[src/rtl/psq_pkg.sv]
package psq_pkg;
  localparam int NRAIL = 4;
  localparam int RAIL_CORE = 0;
  localparam int RAIL_IO = 1;
  localparam int RAIL_AUX = 2;
  localparam int RAIL_HV = 3;

  typedef enum logic [3:0] {
    ST_OFF, ST_RAMP, ST_WCLK, ST_POS, ST_ON, ST_BLIP, ST_WARN, ST_DN_AUX, ST_DN_IO
  } psq_state_e;

  function automatic int unsigned cyc_ms(int unsigned khz, int unsigned ms);
    return khz * ms;
  endfunction

  function automatic int unsigned cyc_us(int unsigned khz, int unsigned us);
    return (khz * us + 999) / 1000;
  endfunction
endpackage

[src/rtl/psq_sync.sv]
module psq_sync #(
  parameter int W = 1
) (
  input  logic         clk_i,
  input  logic         rst_ni,
  input  logic [W-1:0] d_i,
  output logic [W-1:0] q_o
);
  logic [W-1:0] s1_q;

  always_ff @(posedge clk_i or negedge rst_ni) begin
    if (!rst_ni) begin
      s1_q <= '0;
      q_o  <= '0;
    end else begin
      s1_q <= d_i;
      q_o  <= s1_q;
    end
  end
endmodule

[src/rtl/psq_timer.sv]
module psq_timer #(
  parameter int W        = 8,
  parameter bit RST_FULL = 1'b0
) (
  input  logic         clk_i,
  input  logic         rst_ni,
  input  logic         clr_i,
  output logic [W-1:0] cnt_o
);
  always_ff @(posedge clk_i or negedge rst_ni) begin
    if (!rst_ni)            cnt_o <= RST_FULL ? '1 : '0;
    else if (clr_i)         cnt_o <= '0;
    else if (cnt_o != '1)   cnt_o <= cnt_o + 1'b1;  // saturate
  end

  AST_TMR_CLEAR: assert property (@(posedge clk_i) disable iff (!rst_ni)
    $past(clr_i) |-> cnt_o == '0);
endmodule

[src/rtl/psq_rail_seq.sv]
module psq_rail_seq
  import psq_pkg::*;
#(
  parameter int unsigned CLK_KHZ = 100000
) (
  input  logic       clk_i,
  input  logic       rst_ni,
  input  logic       pwr_req_i,
  input  logic       refclk_ok_i,
  input  logic [3:0] rail_up_i,
  input  logic       aux_low_i,
  input  logic [1:0] rail_low_i,
  output logic [3:0] rail_en_o,
  output logic       pwr_good_o,
  output logic       pwr_sense_o,
  output logic       fault_o
);
  localparam int unsigned T_ALL_I  = cyc_ms(CLK_KHZ, 100);
  localparam int          TW       = $clog2(T_ALL_I + 2);
  localparam int unsigned EW_I     = cyc_us(CLK_KHZ, 500);
  localparam int unsigned PH_I     = cyc_us(CLK_KHZ, 500);
  localparam logic [TW-1:0] T_HV_ON    = TW'(cyc_ms(CLK_KHZ, 10));
  localparam logic [TW-1:0] T_HV_LATE  = TW'(cyc_ms(CLK_KHZ, 50));
  localparam logic [TW-1:0] T_ALL      = TW'(T_ALL_I);
  localparam logic [TW-1:0] T_LOCK     = TW'(cyc_ms(CLK_KHZ, 100));
  localparam logic [TW-1:0] T_EW       = TW'(EW_I);
  localparam logic [TW-1:0] T_PH       = TW'(PH_I);
  localparam logic [TW-1:0] T_WARN     = TW'((EW_I > PH_I) ? EW_I : PH_I);
  localparam logic [TW-1:0] T_BLIP_MIN = TW'(cyc_us(CLK_KHZ, 4));
  localparam logic [TW-1:0] T_BLIP_MAX = TW'(cyc_us(CLK_KHZ, 1000));
  localparam int SW = 9;

  // synchronized inputs
  logic [SW-1:0] sync_q;
  logic          req_s, clk_s, aux_lo_s;
  logic [3:0]    up_s;
  logic [1:0]    lo10_s;

  psq_sync #(.W(SW)) i_sync (
    .clk_i (clk_i),
    .rst_ni(rst_ni),
    .d_i   ({pwr_req_i, refclk_ok_i, rail_up_i, aux_low_i, rail_low_i}),
    .q_o   (sync_q)
  );
  assign {req_s, clk_s, up_s, aux_lo_s, lo10_s} = sync_q;

  psq_state_e  st_q, st_n;
  logic [3:0]  en_q, en_n;
  logic        pg_q, pg_n, pos_q, pos_n, flt_q, flt_n;
  logic        armed_q, start;
  logic [TW-1:0] t_cnt, lk_cnt;
  logic        all_up, lk_done;

  // state timer: restarts on every state change
  psq_timer #(.W(TW), .RST_FULL(1'b0)) i_seq_tmr (
    .clk_i (clk_i),
    .rst_ni(rst_ni),
    .clr_i (st_n != st_q),
    .cnt_o (t_cnt)
  );

  // power-on-sense low-time lockout; reset counts as already elapsed
  psq_timer #(.W(TW), .RST_FULL(1'b1)) i_lock_tmr (
    .clk_i (clk_i),
    .rst_ni(rst_ni),
    .clr_i (pos_q),
    .cnt_o (lk_cnt)
  );

  assign all_up  = (&en_q) && (&up_s);
  assign lk_done = lk_cnt >= T_LOCK;
  assign start   = (st_q == ST_OFF) && req_s && armed_q;

  always_comb begin
    st_n  = st_q;
    en_n  = en_q;
    pg_n  = pg_q;
    pos_n = pos_q;
    flt_n = flt_q;
    unique case (st_q)
      ST_OFF: if (start) begin
        en_n  = 4'b0001;
        flt_n = 1'b0;
        st_n  = ST_RAMP;
      end
      ST_RAMP: begin
        if (!req_s) st_n = ST_WARN;
        else if (all_up) st_n = ST_WCLK;
        else if (t_cnt >= T_ALL) begin
          flt_n = 1'b1;
          st_n  = ST_WARN;
        end else begin
          if (up_s[RAIL_CORE] && en_q[RAIL_CORE]) en_n[RAIL_IO] = 1'b1;
          if (up_s[RAIL_IO] && en_q[RAIL_IO])     en_n[RAIL_AUX] = 1'b1;
          if (t_cnt >= T_HV_ON)                   en_n[RAIL_HV] = 1'b1;
        end
      end
      ST_WCLK: begin
        if (!req_s) st_n = ST_WARN;
        else if (clk_s && lk_done) begin
          pos_n = 1'b1;
          st_n  = ST_POS;
        end
      end
      ST_POS: begin
        if (!req_s) st_n = ST_WARN;
        else begin
          pg_n = 1'b1;
          st_n = ST_ON;
        end
      end
      ST_ON: begin
        if (!req_s) begin
          pg_n = 1'b0;
          st_n = ST_WARN;
        end else if (!clk_s) begin
          pg_n = 1'b0;
          st_n = ST_BLIP;
        end
      end
      ST_BLIP: begin
        if (!req_s || t_cnt >= T_BLIP_MAX) st_n = ST_WARN;
        else if (clk_s && t_cnt >= T_BLIP_MIN) begin
          pg_n = 1'b1;
          st_n = ST_ON;
        end
      end
      ST_WARN: if (t_cnt >= T_WARN) begin
        pos_n          = 1'b0;
        en_n[RAIL_AUX] = 1'b0;
        en_n[RAIL_HV]  = 1'b0;
        st_n           = ST_DN_AUX;
      end
      ST_DN_AUX: if (aux_lo_s) begin
        en_n[RAIL_IO] = 1'b0;
        st_n          = ST_DN_IO;
      end
      ST_DN_IO: if (&lo10_s) begin
        en_n[RAIL_CORE] = 1'b0;
        st_n            = ST_OFF;
      end
      default: begin
        en_n  = '0;
        pg_n  = 1'b0;
        pos_n = 1'b0;
        st_n  = ST_OFF;
      end
    endcase
  end

  always_ff @(posedge clk_i or negedge rst_ni) begin
    if (!rst_ni) begin
      st_q    <= ST_OFF;
      en_q    <= '0;
      pg_q    <= 1'b0;
      pos_q   <= 1'b0;
      flt_q   <= 1'b0;
      armed_q <= 1'b0;
    end else begin
      st_q  <= st_n;
      en_q  <= en_n;
      pg_q  <= pg_n;
      pos_q <= pos_n;
      flt_q <= flt_n;
      if (!req_s)     armed_q <= 1'b1;
      else if (start) armed_q <= 1'b0;
    end
  end

  assign rail_en_o   = en_q;
  assign pwr_good_o  = pg_q;
  assign pwr_sense_o = pos_q;
  assign fault_o     = flt_q;

  // cycles power-good has been low, for interval checks
  logic [TW-1:0] pg_low_cnt;
  always_ff @(posedge clk_i or negedge rst_ni) begin
    if (!rst_ni)                 pg_low_cnt <= '0;
    else if (pg_q)               pg_low_cnt <= '0;
    else if (pg_low_cnt != '1)   pg_low_cnt <= pg_low_cnt + 1'b1;
  end

  AST_IO_AFTER_CORE: assert property (@(posedge clk_i) disable iff (!rst_ni)
    $rose(en_q[RAIL_IO]) |-> en_q[RAIL_CORE] && $past(up_s[RAIL_CORE]));
  AST_AUX_AFTER_IO: assert property (@(posedge clk_i) disable iff (!rst_ni)
    $rose(en_q[RAIL_AUX]) |-> en_q[RAIL_IO] && $past(up_s[RAIL_IO]));
  AST_HV_EARLY: assert property (@(posedge clk_i) disable iff (!rst_ni)
    $rose(en_q[RAIL_HV]) |-> $past(t_cnt) >= T_HV_ON);
  AST_HV_LATE: assert property (@(posedge clk_i) disable iff (!rst_ni)
    $rose(en_q[RAIL_HV]) |-> $past(t_cnt) <= T_HV_LATE);
  AST_IO_OFF_ORDER: assert property (@(posedge clk_i) disable iff (!rst_ni)
    $fell(en_q[RAIL_IO]) |-> !en_q[RAIL_AUX] && $past(aux_lo_s));
  AST_CORE_OFF_LAST: assert property (@(posedge clk_i) disable iff (!rst_ni)
    $fell(en_q[RAIL_CORE]) |-> !en_q[RAIL_IO] && !en_q[RAIL_HV] && $past(&lo10_s));
  AST_EARLY_WARN: assert property (@(posedge clk_i) disable iff (!rst_ni)
    (|($past(en_q) & ~en_q)) |-> !pg_q && $past(pg_low_cnt) >= T_EW);
  AST_SENSE_HOLD: assert property (@(posedge clk_i) disable iff (!rst_ni)
    $fell(pos_q) |-> $past(pg_low_cnt) >= T_PH);
  AST_SENSE_LOCK: assert property (@(posedge clk_i) disable iff (!rst_ni)
    $rose(pos_q) |-> $past(lk_cnt) >= T_LOCK);
  AST_SENSE_RAILS: assert property (@(posedge clk_i) disable iff (!rst_ni)
    $rose(pos_q) |-> (&en_q) && $past(clk_s));
  AST_PG_MIN_LOW: assert property (@(posedge clk_i) disable iff (!rst_ni)
    $rose(pg_q) |-> pos_q && $past(pg_low_cnt) >= T_BLIP_MIN);
  AST_REQ_DROP: assert property (@(posedge clk_i) disable iff (!rst_ni)
    $fell(req_s) |=> !pg_q);
endmodule

[config.mk]
export PLATFORM = sky130hd
export DESIGN_NAME = psq_rail_seq
export DESIGN_NICKNAME = d
export VERILOG_FILES = /design/src/rtl/psq_pkg.sv /design/src/rtl/psq_sync.sv /design/src/rtl/psq_timer.sv /design/src/rtl/psq_rail_seq.sv
export SDC_FILE = /design/constraint.sdc
export NUM_CORES = 1
export LEC_CHECK = 0
export ABC_AREA = 1
export BUFFER_PORTS_ARGS = -buffer_cell sky130_fd_sc_hd__clkbuf_2
export CAP_MARGIN = 10
export CORE_MARGIN = 1.5
export CORE_UTILIZATION = 57
export CTS_CLUSTER_SIZE = 12
export DETAILED_ROUTE_END_ITERATION = 8
export PLACE_DENSITY = 0.77
export SLEW_MARGIN = 20
export SYNTH_ARGS = -nofsm -noshare
export SYNTH_HDL_FRONTEND = slang
export SYNTH_HIERARCHICAL = 1
export SYNTH_SLANG_ARGS = --single-unit
[constraint.sdc]
create_clock -name clk_i -period 2.2 [get_ports clk_i]
set_input_delay 0.11 -clock clk_i [delete_from_list [all_inputs] [get_ports clk_i]]
set_output_delay 0.11 -clock clk_i [all_outputs]
set_load 0.01 [all_outputs]
==> results of run 1 <==
==> cell usage after synthesis, types with 2 or more instances <==
cell	n	area, um2
a21oi_1	11	55.1
buf_1	3	11.3
buf_6	4	45.0
dfrtp_1	54	1350
dfstp_2	24	631
ha_1	2	25.0
inv_1	72	270
inv_2	12	45.0
nand2_1	213	800
nand2_2	17	106
nand2_4	4	45.0
nand3_1	84	420
nand3_2	2	20.0
nand3_4	2	35.0
nand3b_1	2	15.0
nand4_1	23	144
nor2_1	111	417
nor2_2	9	56.3
nor2_4	8	90.1
nor2_8	3	60.1
o21a_1	2	15.0
o21ai_0	14	70.1
o21bai_1	15	113
o31ai_1	4	30.0
or2_2	5	31.3
xnor2_1	2	17.5
==> worst paths after layout <==
check | startpoint | end | slack (ns) | cells after the start
max | i_sync/q_o[8] | i_seq_tmr/cnt_o[20] | -0.06 | 13
min | rst_ni | i_seq_tmr/cnt_o[8] | 0.26 | 2
max reg2reg | i_sync/q_o[8] | i_seq_tmr/cnt_o[20] | -0.06 | 13
min reg2reg | i_sync/s1_q[1] | i_sync/q_o[1] | 0.36 | 0
max in group asynchronous | rst_ni | i_lock_tmr/cnt_o[6] | 1.34 | 3
min in group clk_i | i_sync/s1_q[1] | i_sync/q_o[1] | 0.36 | 0
==> registers in the layout (all words and copies together), names as in the netlist <==
register,count
i_lock_tmr/cnt_o,24
i_seq_tmr/cnt_o,24
i_sync/q_o,9
i_sync/s1_q,9
rail_en_o,4
st_q,4
armed_q,1
fault_o,1
pwr_good_o,1
pwr_sense_o,1
==> metal layers <==
metal | vias to the layer above | global-route usage | part of all wire
met2 | 202 | 0.506 | 0.51
met4 | 0 | 0.153 | 0.043
met5 | - | 0 | 0
li1 | 2473 | - | -
met1 | 2380 | 0.365 | 0.39
met3 | 56 | 0.0332 | 0.055
==> what timing repair did <==
item / in CTS / in global routing
cloned: 0 / 2
endpoints found under the hold margin: 34 / 0
hold buffers: 10 / 0
buffers inserted: 3 / 12
gates resized for setup: 9 / 99
endpoints found under the setup margin: 24 / 24
pin swaps: 4 / 22
==> critical path, delay by kind of cell, from the launching register on <==
kind | cells | cell delay (ns)
simple gates | 10 | 1.11
flops | 1 | 0.57
buf+inv | 3 | 0.53
==> where the power goes <==
part | switching [mW] | internal (mW)
logic | 1.18 | 0.720
registers | 0.138 | 1.56
clock network | 0.625 | 0.550
total | 1.95 | 2.83
==> metrics by stage <==
step                total power, mW  cell area, um2  TNS, ns   util  hold slack (ns)
finish                         4.77            6340   -0.591  0.760            0.256
global route                   5.03            6340    -1.73  0.760            0.295
CTS                            4.33            5890        0  0.707            0.261
detailed placement             3.11            5530    -1.14  0.663            0.119
global placement               3.09            5530  -0.0107  0.663            0.118
floorplan                      2.64            5000        0      -           -0.186
==> kinds of logic after synthesis <==
family                   share of synthesized area
AO/OA/AOI/OAI                               0.0658
XOR/XNOR                                   0.00350
adder cells (fa/ha/maj)                    0.00500
buffers and inverters                       0.0758
flip-flops                                   0.396
AND/OR/NAND/NOR                              0.454
==> cell type report <==
type	instances	area [um2]
Multi-Input combinational cell	545	2960
Fill cell	608	2000
Sequential cell	78	2000
Timing Repair Buffer	89	711
Inverter	85	327
Tap cell	105	131
Clock buffer	9	124
Clock inverter	7	90.1
==> summary.md, run 1 <==
| Metric | Value |
|---|---|
| Critical path arrival | `2.56 ns` |
| CP startpoint kind | `flop` |
| Distinct cell type count after synthesis | `39` |
| Clk slew on worst S/H paths | `0.10 ns` |
| GRT Overall Usage | `0.295` |
| Fmax | `0.442 GHz` |
| Vias per std cell | `approximately 5.6` |
| Power per standard cell area | `752 nW/um2` |
| Count of state elements after synthesis | `78` |
| CTS Buffer Depth | `2` |
| Initial Util | `0.600` |
| Residual DRC | `0` |
| Final clock skew | `0.0143 ns` |
| WL/cell | `15.2 um` |
| Vias in the first global route | `~4.9k` |
| Total wire length | `14000 um` |
| CTS Sinks | `slightly below 80` |
| Worst rel slew slack | `0.659` |
| Via count | `5111` |
| Max cap viols | `0` |
| Slew Limit Fails | `0` |
| Final GP Congestion | `0.949` |
| Total number of H-tree levels | `3` |
| Final nets | `a little over 800` |
| First-pass GRT wire length | `22600 um` |
| Place WS | `-0.0974 ns` |
| Area growth, synth to finish | `26.7%` |
| Die Area | `9350 um2` |
| Final hold violations | `0` |
| Share of cells above drive strength 1 | `0.325` |
| Diodes inserted | `0` |
| Slowest stage delay, CP | `0.57 ns` |
| Peak fanout along the critical path | `8` |
| Class of the most critical setup path | `reg -> reg` |
| Final Instance Count excl. Fillers | `slightly above 900` |
| Mapped Cells | `715` |
| Yosys Warn Count | `6` |
| Mapped Area | `5000 um2` |
| Syn Nets | `roughly 730` |
| Total global routing overflow | `0` |
| Fin crit period | `2.26 ns` |
| Core area | `8340 um2` |
| Die width | `96.7 um` |
| DPL Wire Length | `9800 um` |
| Crit path capture type | `flop` |
| I/O pin count | `18` |
| Initial antenna violation count | `0` |
| Max VDD drop | `0.439 mV` |
| Mapped Avg Cell Area | `between 6 and 7 um2` |
| Placed instance count | `between 800 and 900` |
| Ys flop type | `dfrtp_1` |
| Final Worst Setup Slack | `-0.0629 ns` |
| Status | `finished with violations` |
| Row count | `33` |
| Worst Path Required | `2.50 ns` |
| Final Cycle Share | `1.03` |
| Drt first pass iters | `6` |
| Commonest non-fill, non-tap cell in the layout | `nand2_1` |
| Ys async rst share | `1.00` |
| Failing checks | `setup timing` |
| Seq/Total Area, Yosys | `0.396` |
| Leakage power | `3.02 nW` |
| Clk root buf | `clkbuf_8` |
| TritonCTS clock tree | `built` |
| Buffers on Ports | `17` |
| Worst hold path type | `in -> async` |
| Num CTS Buffers | `9` |
| Antenna Violating Nets Remaining | `0` |
| Most frequent cells in the layout | `nand2_1, nor2_1, nand3_1` |
| RSZ-0062 raised after global routing | `true` |
| Worst slew pin tran | `0.512 ns` |
| Clk Latency, worst-skew pair | `roughly 0.37 ns` |
| Die height | `around 97 um` |
| CP Cell Sequence | `inv_1 -> nand2_4 -> nand3_1 -> nor2_1 -> nand3_2 -> nor2_2 -> nor2_2 -> nor2_4 -> nand3_4 -> inv_4 -> nand3_4 -> clkbuf_16 -> nand2_2` |
| Largest net degree at the start of global routing | `39` |
| EDFF count, synth | `0` |
| Initial DRC count | `291` |
| # setup viols final | `19` |
| Slowest cell on crit path | `dfrtp_1` |
Note: power is estimated with default switching activity, not from simulation.
==> inputs of run 2 (changes only) <==
CORE_ASPECT_RATIO = 1.4   (was default)
SETUP_SLACK_MARGIN = 0.4   (was default)
==> run 2 against run 1 <==
Effect of this change:
- the run still ends with setup timing left
- core utilization decreased by 0.53 points
- first-iteration DRC count increased by 47%
- sequential power about the same
- critical endpoint is now i_seq_tmr/cnt_o[4]
- non-clock buffer count increased by 4
- global-route usage increased by 3.1 points
- combinational power increased by 7%
- die area about the same
- clock power increased by 21%
==> summary.md, run 2 (synthesis gave the netlist of run 1 again) <==
| Metric | Value |
|---|---|
| Total global routing overflow | `0` |
| Worst Path Required | `2.46 ns` |
| Comb pwr share | `0.394` |
| Max cap viols | `0` |
| CTS Buffer Depth | `2` |
| Diodes inserted | `0` |
| Area after DPL | `roughly 5500 um2` |
| Vias per std cell | `5.64` |
| Max VDD drop | `roughly 0.95 mV` |
| Drt first pass iters | `5` |
| End point of the critical path | `i_seq_tmr/cnt_o[4]` |
| Reg2reg start | `i_seq_tmr/cnt_o[17]` |
| Slew Limit Fails | `0` |
| Die width | `82.2 um` |
| Core area | `between 8000 and 9000 um2` |
| Initial antenna violation count | `0` |
| Initial DRC count | `427` |
| Crit path from | `i_seq_tmr/cnt_o[17]` |
| Clk root buf | `clkbuf_16` |
| DPL Wire Length | `roughly 10000 um` |
| Num CTS Buffers | `9` |
| Crit path top cell by count | `nor2_2` |
| Total number of H-tree levels | `3` |
| Final clock skew | `0.00477 ns` |
| Final GP Congestion | `0.958` |
| TritonCTS clock tree | `built` |
| Clk Latency, worst-skew pair | `0.34 ns` |
| Die height | `114 um` |
| Worst slew pin tran | `0.907 ns` |
| Total wire length | `15300 um` |
| Worst rel slew slack | `0.395` |
| Final Cycle Share | `1.03` |
| GRT Overall Usage | `0.326` |
| Pint | `3.12 mW` |
| Sw frac | `0.394` |
| Final nets | `just over 800` |
| Critical path arrival | `2.53 ns` |
| Final Worst Setup Slack | `-0.0704 ns` |
| RSZ-0062 raised after global routing | `true` |
| Fin crit period | `approximately 2.3 ns` |
| Final hold violations | `0` |
| I/O pin count | `18` |
| Status | `finished with violations` |
| Regs by FF count | `i_lock_tmr/cnt_o: 24 flops, i_seq_tmr/cnt_o: 24 flops` |
| CP startpoint kind | `flop` |
| CP Cell Sequence | `nor2_2 -> nand2_1 -> a21boi_4 -> nand3_2 -> buf_6 -> nand2_4 -> nand3_2 -> nor2_2 -> nor2_1 -> nor2_2 -> nand3_4 -> inv_4 -> nand3_4 -> buf_12 -> o21ai_1` |
| Final Power | `5.15 mW` |
| WL/cell | `16.5 um` |
| Fillers | `613` |
| Leakage power | `3.09 nW` |
| Via count | `approximately 5.2k` |
| Clock power share | `0.276` |
| Clk slew on worst S/H paths | `0.06 ns` |
| First-pass GRT wire length | `about 23000 um` |
| Fmax | `0.440 GHz` |
| Sequential share of power | `0.330` |
| Initial Util | `0.585` |
| Power per standard cell area | `798 nW/um2` |
| Share of cells above drive strength 1 | `0.324` |
| Worst hold path type | `reg -> reg` |
| R2R setup slack | `-0.07 ns` |
| Most frequent cells in the layout | `nand2_1, nor2_1, inv_1` |
| Die Area | `9360 um2` |
| Peak fanout along the critical path | `7` |
| Design Area, Final | `6460 um2` |
| Buffers on Ports | `17` |
| FF-to-FF End | `i_seq_tmr/cnt_o[4]` |
| FF-to-FF path depth | `15` |
| P_sw | `2.03 mW` |
| Vias in the first global route | `4974` |
| Class of the most critical setup path | `reg -> reg` |
| Antenna Violating Nets Remaining | `0` |
| Largest net degree at the start of global routing | `73` |
| Crit path capture type | `flop` |
| Slowest cell on crit path | `dfrtp_1` |
| # setup viols final | `21` |
| CTS Sinks | `78` |
| Failing checks | `setup timing` |
| Row count | `40` |
| Area growth, synth to finish | `29.1%` |
| Slowest stage delay, CP | `roughly 0.42 ns` |
| Residual DRC | `0` |
| Commonest non-fill, non-tap cell in the layout | `nand2_1` |
-- run 2: cell types whose count changed in the layout (fill, tap and decap cells not counted), sizes merged --
cell	delta
nand3	+3
bufinv	-1
clkbuf	+1
inv	+1
buf	+3
-- run 2: power groups by stage --
stage | clock network (mW) | registers (mW) | logic (mW)
floorplan | 0 | 1.69 | 1.06
global placement | 0 | 1.71 | 1.44
detailed placement | 0 | 1.71 | 1.45
CTS | 1.45 | 1.68 | 1.72
global route | 1.50 | 1.71 | 2.17
finish | 1.42 | 1.70 | 2.03
-- run 2: metrics by stage --
| step | TNS, ns | cells | setup slack, ns | utilization | hold slack [ns] |
|---|---|---|---|---|---|
| global placement | 0 | 861 | 0.0332 | 0.637 | 0.220 |
| global route | -3.51 | 925 | -0.178 | 0.755 | 0.364 |
| detailed placement | -0.0520 | 861 | -0.0282 | 0.637 | 0.220 |
| CTS | 0 | 907 | 0.0909 | 0.710 | 0.353 |
| floorplan | 0 | 715 | 0.305 | - | -0.186 |
| finish | -0.981 | 925 | -0.0704 | 0.755 | 0.353 |
-- run 2: how the worst min path moves through the flow --
stage | from | endpoint | slack [ns] | cells after the start
final | i_sync/s1_q[4] | i_sync/q_o[4] | 0.35 | 0
after global routing | i_sync/s1_q[7] | i_sync/q_o[7] | 0.36 | 0
after CTS | i_sync/s1_q[3] | i_sync/q_o[3] | 0.35 | 0
after detailed placement | rail_low_i[1] | i_sync/s1_q[1] | 0.22 | 1
after global placement | rail_up_i[3] | i_sync/s1_q[6] | 0.22 | 1
after floorplan | rst_ni | armed_q | -0.19 | 0
-- run 2: layout make-up --
type | count | area [um2] | share of cell area
multi-input combinational | 548 | 2990 | 0.463
sequential | 78 | 2000 | 0.309
timing repair buffer | 93 | 726 | 0.112
inverter | 85 | 329 | 0.0509
clock buffer | 9 | 225 | 0.0349
tap | 105 | 131 | 0.0203
clock inverter | 7 | 61.3 | 0.00949
-- run 2: timing repair --
item / 4_1_cts / 5_1_grt
pin swaps: 1 / 36
setup buffers: 18 / 15
hold endpoints to repair: 63 / 0
endpoints found under the setup margin: 47 / 49
cloned: 2 / 3
hold buffers: 10 / 0
resized for setup: 26 / 65
-- run 2: metal layers --
metal  track usage  vias up  routed length, um
met5             0        -                  0
met4         0.177        0                706
met3        0.0648       64                680
met2         0.569      191               8210
met1         0.359     2456               5660
li1              -     2509                  -
-- run 2: critical path: cells and delay by family, from the launching register on --
kind	cells	cell delay, ns
and+or+nand+nor	10	1.12
buffers and inverters	3	0.42
DFF	1	0.42
AOI/OAI and AO/OA	2	0.23
==> inputs of run 3 (changes only) <==
ABC_AREA = default   (was 1)
CORE_UTILIZATION = 56   (was 57)
PLACE_DENSITY = 0.76   (was 0.77)
TNS_END_PERCENT = 20   (was default)
==> run 3 against run 2 <==
Effect of this change:
- the flow still finishes with violations (setup timing)
- combinational power fell by 61%
- register-to-register slack got worse by 0.47 ns
- largest power group is now sequential cells
- critical path depth fell by 6
- sequential cell count did not move
==> summary.md, run 3 <==
| Metric | Value |
|---|---|
| Die Area | `between 9000 and 10000 um2` |
| Ys flop type | `dfrtp_1` |
| Seq. cell area | `1980 um2` |
| WL/cell | `19.3 um` |
| Sw frac | `0.299` |
| Power per standard cell area | `about 640 nW/um2` |
| Pint | `between 2 and 3 mW` |
| Mapped Avg Cell Area | `around 9.5 um2` |
| Leakage power | `2.59 nW` |
| Fmax | `0.365 GHz` |
| Via count | `approximately 4.6k` |
| Clk slew on worst S/H paths | `0.07 ns` |
| Most frequent cells in the layout | `buf_4, dfrtp_1, nor2_1` |
| Ys async rst share | `1.00` |
| Mapped Cells | `505` |
| Syn Nets | `518` |
| Fin crit period | `2.74 ns` |
| Sequential share of power | `0.419` |
| R2R setup slack | `-0.54 ns` |
| Max VDD drop | `0.637 mV` |
| Regs by FF count | `i_lock_tmr/cnt_o: 24 flops, i_seq_tmr/cnt_o: 24 flops` |
| Worst slew pin tran | `0.808 ns` |
| Total wire length | `13600 um` |
| Residual DRC | `0` |
| Row count | `39` |
| Area growth, synth to finish | `30.1%` |
| Final Cycle Share | `1.24` |
| Total global routing overflow | `0` |
| Core area | `8250 um2` |
| Fillers | `523` |
| CP startpoint kind | `flop` |
| Num CTS Buffers | `9` |
| GRT Overall Usage | `0.296` |
| Most frequent cell after synthesis | `dfrtp_1` |
| Status | `finished with violations` |
| Commonest non-fill, non-tap cell in the layout | `buf_4` |
| Post-Route Utilization | `0.759` |
| Final nets | `just over 600` |
| Yosys Warn Count | `6` |
| Vias per std cell | `around 6.6` |
| Largest net degree at the start of global routing | `63` |
| Final clock skew | `0.0108 ns` |
| Clk root buf | `clkbuf_16` |
| RSZ-0062 raised after global routing | `true` |
| Comb pwr share | `0.198` |
| Worst hold path type | `reg -> reg` |
| Top cells by area, synth | `dfrtp_1, dfstp_2, a21oi_1` |
| Clk Latency, worst-skew pair | `0.35 ns` |
| Final Worst Setup Slack | `-0.537 ns` |
| P_sw | `about 1.2 mW` |
| Die height | `113 um` |
| Share of cells above drive strength 1 | `0.409` |
| Peak fanout along the critical path | `35` |
| I/O pin count | `18` |
| Count of state elements after synthesis | `between 70 and 80` |
| Vias in the first global route | `4562` |
| Mapped Area | `4810 um2` |
| Initial DRC count | `262` |
| Seq/Total Area, Yosys | `0.412` |
| Initial antenna violation count | `1` |
| Buffers on Ports | `17` |
| Slew Limit Fails | `0` |
| FF-to-FF path depth | `9` |
| Final GP Congestion | `0.968` |
| Commonest cells in the netlist | `dfrtp_1, a21oi_1, nor2_1, nand3_1, nand2_1` |
| Top cell type's share of synthesized area | `0.281` |
| CTS Sinks | `78` |
| Initial Util | `0.583` |
| Antenna Violating Nets Remaining | `0` |
| Die width | `between 80 and 90 um` |
| EDFF count, synth | `0` |
| Worst rel slew slack | `0.461` |
| First-pass GRT wire length | `21000 um` |
| Final Power | `4.03 mW` |
| Crit path capture type | `flop` |
| Total number of H-tree levels | `3` |
| Worst hold path depth | `0` |
| Final hold violations | `0` |
| Failing checks | `setup timing` |
| Clock power share | `0.383` |
| Class of the most critical setup path | `reg -> reg` |
| Synth area leader | `dfrtp_1` |
| # setup viols final | `24` |
| Critical path arrival | `about 3.0 ns` |
| Setup TNS | `-11.16 ns` |
| TritonCTS clock tree | `built` |
| Area of the multi-input gates | `2950 um2` |
| Drt first pass iters | `4` |
| Worst Path Required | `2.49 ns` |
| Distinct cell type count after synthesis | `70` |
| CTS Buffer Depth | `2` |
| DPL Wire Length | `about 8400 um` |
| Max cap viols | `0` |
run 3: power groups by stage:
stage          clock network [mW]  registers, mW  logic, mW
6_report                     1.54           1.69      0.799
3_3_place_gp                    0           1.70      0.714
4_1_cts                      1.56           1.68      0.774
5_1_grt                      1.64           1.71      0.877
3_5_place_dp                    0           1.71      0.745
2_1_floorplan                   0           1.70      0.501
run 3: what timing repair did:
action                                 in CTS  in global routing
endpoints found under the hold margin      63                  0
pin swaps                                  27                 34
setup buffers                               2                  1
hold buffers                               10                  0
gates cloned                                0                  0
gates resized for setup                    40                 59
setup endpoints to repair                  55                 55
run 3: path summary, 6_finish.rpt:
kind	end	start
min in group asynchronous	i_seq_tmr/cnt_o[13]	rst_ni
max in group asynchronous	i_lock_tmr/cnt_o[15]	rst_ni
setup reg to reg	i_seq_tmr/cnt_o[5]	i_seq_tmr/cnt_o[22]
hold / removal	i_sync/q_o[0]	i_sync/s1_q[0]
hold reg to reg	i_sync/q_o[0]	i_sync/s1_q[0]
setup / recovery	i_seq_tmr/cnt_o[5]	i_seq_tmr/cnt_o[22]
run 3: cell families (layout without fill, tap and decap cells):
| group | after synthesis | in the layout | synth area share |
|---|---|---|---|
| flip-flops | 78 | 78 | 0.412 |
| adder cells (fa/ha/maj) | 3 | 3 | 0.00728 |
| AND/OR/NAND/NOR | 225 | 225 | 0.278 |
| buffers and inverters | 38 | 134 | 0.0476 |
| multiplexers | 22 | 22 | 0.0557 |
| XOR/XNOR | 1 | 1 | 0.00182 |
| AO/OA/AOI/OAI | 138 | 138 | 0.197 |
| other | 0 | 1 | 0 |
run 3: routing by layer:
layer / GRT usage / routed length, um / vias to the layer above / part of all wire
met5: 0 / 0 / - / 0
met4: 0.159 / 611 / 0 / 0.045
met3: 0.0528 / 588 / 57 / 0.043
li1: - / - / 2115 / -
met2: 0.509 / 7300 / 182 / 0.54
met1: 0.340 / 5110 / 2264 / 0.38
run 3: area by class of cell:
class | instances | share of cell area
diodes | 1 | 0.000400
clock inverters | 7 | 0.0124
well taps | 102 | 0.0204
inverters | 10 | 0.00600
multi-input cells | 389 | 0.471
clock buffers | 9 | 0.0360
repair buffers | 108 | 0.137
flip-flops and latches | 78 | 0.317
run 3: through the flow:
step	std cells	setup slack [ns]	instance area [um2]	hold slack (ns)
2_1_floorplan	505	-0.453	4840	-0.186
3_3_place_gp	674	-0.389	5440	0.219
3_5_place_dp	674	-0.499	5440	0.220
4_1_cts	702	-0.500	6000	0.353
5_1_grt	704	-0.667	6260	0.355
6_report	704	-0.537	6260	0.350
run 3: critical path, stage by stage, from the launching register on:
cell and delay (ns):
dfrtp_1 0.40, or4_4 0.56, nor4_1 0.37, a21oi_1 0.19, o2bb2ai_2 0.18, a21boi_0 0.10
a221o_1 0.39, buf_12 0.18, nor2_1 0.13, mux2_4 0.15
